## config.mk

```make
export PLATFORM = sky130hd
export DESIGN_NAME = regwr_deser
export DESIGN_NICKNAME = d
export VERILOG_FILES = /design/src/rtl/regwr_deser.sv
export SDC_FILE = /design/constraint.sdc
export NUM_CORES = 1
export LEC_CHECK = 0
export ABC_AREA = 1
export BUFFER_PORTS_ARGS = -buffer_cell sky130_fd_sc_hd__buf_2
export CORE_ASPECT_RATIO = 0.7
export CORE_MARGIN = 2
export CORE_UTILIZATION = 38
export CTS_CLUSTER_DIAMETER = 50
export DETAILED_ROUTE_END_ITERATION = 10
export GPL_TIMING_DRIVEN = 1
export PLACE_DENSITY = 0.62
export RECOVER_POWER = 50
export SETUP_SLACK_MARGIN = 0.3
export SYNTH_ARGS = -nofsm -noshare
export SYNTH_HDL_FRONTEND = slang
export SYNTH_SLANG_ARGS = --single-unit
export TNS_END_PERCENT = 30
```

## constraint.sdc

```tcl
create_clock -name clk -period 2.2 [get_ports clk]
set_input_delay 0.22 -clock clk [delete_from_list [all_inputs] [get_ports clk]]
set_output_delay 0.22 -clock clk [all_outputs]
set_load 0.01 [all_outputs]
```

## src/rtl/regwr_deser.sv

```systemverilog
module regwr_deser #(
  parameter int ADDR_BYTES = 2,
  parameter int DATA_BYTES = 4,
  parameter int LOCAL_AW   = 5,
  parameter logic [8*ADDR_BYTES-1:0] BASE = 16'h0100,
  parameter logic [8*ADDR_BYTES-1:0] MASK = 16'h03E0
) (
  input  logic                    clk,
  input  logic                    srst,
  input  logic [7:0]              cmd_byte,
  input  logic                    cmd_stb,
  output logic [LOCAL_AW-1:0]     wr_addr,
  output logic [8*DATA_BYTES-1:0] wr_data,
  output logic                    wr_en
);
  localparam int BYTES = ADDR_BYTES + DATA_BYTES;
  localparam int AW    = 8 * ADDR_BYTES;
  localparam int HW    = 8 * (BYTES - 1);
  localparam int CW    = $clog2(BYTES);

  logic [CW-1:0]      cnt;
  logic [HW-1:0]      hold;
  logic [8*BYTES-1:0] frame;
  logic [AW-1:0]      addr;
  logic               last, hit;

  assign frame = {cmd_byte, hold};
  assign addr  = frame[AW-1:0];
  assign last  = !cmd_stb && (cnt == CW'(BYTES - 1));
  assign hit   = ((addr ^ BASE) & MASK) == '0;

  always_ff @(posedge clk) begin
    if (srst)                cnt <= '0;
    else if (cmd_stb)        cnt <= CW'(1);
    else if (last)           cnt <= '0;
    else if (cnt != '0)      cnt <= cnt + CW'(1);
  end

  always_ff @(posedge clk)
    hold <= {cmd_byte, hold[HW-1:8]};

  always_ff @(posedge clk) begin
    if (srst) begin
      wr_en   <= 1'b0;
      wr_addr <= '0;
      wr_data <= '0;
    end else begin
      wr_en <= last && hit;
      if (last && hit) begin
        wr_addr <= addr[LOCAL_AW-1:0];
        wr_data <= frame[8*BYTES-1:AW];
      end
    end
  end

  logic rst_d;
  always_ff @(posedge clk) rst_d <= srst;

  AST_PULSE_SINGLE: assert property (@(posedge clk) disable iff (srst)
    wr_en |=> !wr_en);
  AST_PULSE_AFTER_LAST: assert property (@(posedge clk) disable iff (srst)
    (wr_en && !rst_d) |-> $past(cnt == CW'(BYTES - 1) && !cmd_stb));
  AST_STB_RESTART: assert property (@(posedge clk) disable iff (srst)
    cmd_stb |=> (cnt == CW'(1)));
  AST_RESET_CLEARS: assert property (@(posedge clk)
    rst_d |-> (cnt == '0 && !wr_en && wr_addr == '0));
  AST_IDLE_IGNORED: assert property (@(posedge clk) disable iff (srst)
    (cnt == '0 && !cmd_stb && !rst_d) |=> (cnt == '0));
  AST_HOLD_NO_PULSE: assert property (@(posedge clk) disable iff (srst)
    (!wr_en && !rst_d) |-> ($stable(wr_addr) && $stable(wr_data)));
  AST_CNT_RANGE: assert property (@(posedge clk) disable iff (srst)
    cnt < CW'(BYTES));
endmodule

```

==> impl_summary.md <==
Floorplan
For this design the top-level I/O count stands at 49. The number of cell rows is 25. The initial core utilization is 39.8%. The die is 74.9 um tall. The floorplan step defined a die boundary enclosing 7880 um2. The die is 105 um wide. The region available for standard cell placement spans 6850 um2.

CTS
The root buffer cell is sky130_fd_sc_hd__clkbuf_8. TritonCTS built the clock tree. The post-cts resize count is 0. For the worst-skew pair, the clock arrives at the later sink with an insertion delay of 0.34 ns. The TritonCTS sink count is 81. The clock transition at the registers of the reported paths is 0.08 ns. The largest buffer count on any clock path is 2.

The H-tree level count is 3. Counting the buffers created by CTS gives 9.

Worst setup path
The cell that appears most often on the critical path is sky130_fd_sc_hd__nor2_1. The flop-to-flop setup slack is 0.61 ns. The critical path goes through ha_1 -> nand4_2 -> nor2_4 -> buf_12 -> nor2_1 -> nor2_1. The largest fanout of any net on the critical path is 19. For this run, the slowest stage of the critical path takes 0.42 ns. The number of buffer and inverter stages on the critical path is 1. The critical path start-end classification is reg -> reg.

The worst setup path is captured at a register. The required time at the worst-slack endpoint is 2.48 ns. The kind of cell with the highest combined delay on the critical path is simple AND/OR/NAND/NOR gates. The largest individual stage delay along the critical path comes from the cell sky130_fd_sc_hd__nor2_4. At the worst endpoint, the arrival time is 1.87 ns. The worst setup path is launched from a register.

Logic synthesis
The unique cell type count in the Yosys netlist is 17. The cell area after technology mapping is 2730 um2. The total nets after synthesis is 332. The number of cells produced by synthesis is 318.

The area share of the largest cell type after synthesis is 59.4%. The share of the yosys chip area belonging to registers is 59.4%. In this run, synthesis produced a sequential element count of 81. Averaged over all synthesized cells, the footprint is 8.58 um2. By area the synthesized netlist is led by sky130_fd_sc_hd__dfxtp_1 (59%), sky130_fd_sc_hd__nor2_1 (11%), sky130_fd_sc_hd__nand3_1 (7.5%), sky130_fd_sc_hd__nand2_1 (6.5%), sky130_fd_sc_hd__inv_1 (6.2%). Yosys printed 0 warnings. The largest total area in the synthesized netlist belongs to sky130_fd_sc_hd__dfxtp_1.

STA
The number of hold violations in the final report was 0. The hold slack is 0.0620 ns. Setup violations remaining at the end of the flow were counted as 0. The max-slew violation count is 0. At the pin with the least slew margin, the transition time is 0.505 ns.

In this run the tightest slew margin relative to its limit is 66.3%. The total negative setup slack is 0 ns. The period utilization is 72.1%. The fmax is 631 MHz.

On the final layout, the worst clock skew is 0.00648 ns. The minimum clock period is 1.59 ns. Setup repair after global routing left no endpoint under its margin.

Pwr
IR analysis of the VDD net gives a maximum drop of 0.501 mV. In this run the static leakage power is 1.50 nW. The ratio of total power to cell area is 807 nW/um2.

Drt
After detailed routing, the number of vias per cell comes to 4.31. The detail route stage leaves a number of antenna-violating nets equal to 0. The first-pass iteration count of the detailed router is 4. The count of unresolved DRC violations after routing is 0. In this run, the number of DRC markers left after iteration 0 of detailed routing was 104. The number of vias after detailed routing is 2047. Summed over all layers, the routed wires come to 5270 um. In the final routed layout, each cell accounts on average for 11.1 um.

Finish
Leaving out fill and tap cells, the most frequent cell in the layout is sky130_fd_sc_hd__dfxtp_1. The layout has 679 filler cells. The number of nets in the layout is 390. The library cells used most frequently in the layout, excluding fill and tap cells, are sky130_fd_sc_hd__dfxtp_1 (81), sky130_fd_sc_hd__nor2_1 (77), sky130_fd_sc_hd__nand2_1 (47). The post-route netlist has 12.1% of its cells at a drive strength greater than 1.

The area growth from synthesis to layout is 17.4%. The number of antenna diodes in the final layout is 0.

Global route
The via count of the first global-routing pass is 1856. The global-route wire length before repair is 8640 um. Global routing consumed, over all layers together, 14.2% of the routing resources. Entering global routing, the biggest net connects 39 pins. The number of antenna violations at the first check in global routing is 0.

The sum of overflow across all layers after global routing is 0.

Place
The HPWL after detailed placement is 3540 um. In this run the tool buffered the top-level ports with 48 buffer cells. Routability-driven placement finished with a final weighted congestion of 0.731.

Worst hold path
The path class of the lowest-slack min-delay path is in -> reg.

Job
The tool flagged a number of max-cap violations equal to 0.

Outcome
The run finished with clean final reports.
worst paths after layout:
| kind | startpoint | end | depth (start not counted) |
|---|---|---|---|
| max | cnt[0] | wr_data[21] | 6 |
| min | srst | cnt[0] | 2 |
| max reg2reg | cnt[0] | wr_data[21] | 6 |
| min reg2reg | hold[15] | hold[7] | 0 |
worst reg2reg max path, delay by kind of cell (launching register included):
family	cells	cell delay, ns
flops	1	0.38
fa+ha+maj	1	0.22
buf+inv	1	0.22
simple gates	4	0.69
synthesized netlist by cell type:
library cell,count
sky130_fd_sc_hd__nor2_1,77
sky130_fd_sc_hd__nor2_2,1
sky130_fd_sc_hd__inv_1,45
sky130_fd_sc_hd__ha_1,3
sky130_fd_sc_hd__dfxtp_1,81
sky130_fd_sc_hd__a21oi_1,2
sky130_fd_sc_hd__nand2_2,1
sky130_fd_sc_hd__o21ai_0,1
sky130_fd_sc_hd__nand4_2,1
sky130_fd_sc_hd__buf_6,12
sky130_fd_sc_hd__nor3b_1,1
sky130_fd_sc_hd__nand3_1,41
sky130_fd_sc_hd__nand2_1,47
sky130_fd_sc_hd__nor2_4,2
sky130_fd_sc_hd__nor4_1,1
sky130_fd_sc_hd__clkbuf_8,1
sky130_fd_sc_hd__inv_2,1
cell families (layout without fill, tap and decap cells):
| group | Yosys count | count (layout) | synth area share (%) |
|---|---|---|---|
| buf+inv | 59 | 122 | 11.8 |
| simple gates | 172 | 172 | 26.8 |
| compound gates | 3 | 3 | 0.550 |
| fa+ha+maj | 3 | 3 | 1.38 |
| flops | 81 | 81 | 59.4 |
timing repair:
action / in CTS / in global routing
endpoints found under the setup margin: 0 / 0
hold endpoints to repair: 8 / 0
buffers inserted: 0 / 0
hold buffers: 8 / 0
through the flow:
step | utilization [%] | instances | total power, mW | instance area (um2) | setup WS [ns]
after floorplan | - | 318 | 1.63 | 2730 | 0.914
after global placement | 43.5 | 451 | 1.65 | 2980 | 0.664
after detailed placement | 43.5 | 451 | 1.65 | 2980 | 0.609
after CTS | 47.2 | 475 | 2.62 | 3230 | 0.596
after global routing | 46.8 | 475 | 2.70 | 3200 | 0.472
final | 46.8 | 475 | 2.59 | 3200 | 0.614
power by group:
| part | internal, mW | leakage, nW | switching, mW |
|---|---|---|---|
| clock network | 0.472 | 0.0867 | 0.490 |
| logic | 0.0388 | 0.742 | 0.0570 |
| registers | 1.51 | 0.668 | 0.0204 |
| total | 2.02 | 1.50 | 0.568 |
per-layer routing:
| layer | global-route usage (%) | part of all wire (%) | up-vias |
|---|---|---|---|
| li1 | - | - | 1072 |
| met1 | 18.7 | 49 | 915 |
| met2 | 21.3 | 42 | 53 |
| met3 | 6.32 | 7.7 | 7 |
| met4 | 4.44 | 0.97 | 0 |
| met5 | 0 | 0 | - |
registers in the layout, summed over array words and instances (netlist names):
| signal | cells |
|---|---|
| hold | 40 |
| wr_addr | 5 |
| wr_en | 1 |
| wr_data | 32 |
| cnt | 3 |
layout make-up:
cell class / instances / area [um2] / area share, %
clock inverter: 2 / 12.5 / 0.391
sequential: 81 / 1620 / 50.6
tap: 94 / 118 / 3.67
multi-input combinational: 178 / 785 / 24.5
timing repair buffer: 60 / 332 / 10.4
clock buffer: 14 / 163 / 5.08
inverter: 46 / 173 / 5.39
(Power assumes the default switching activity.)
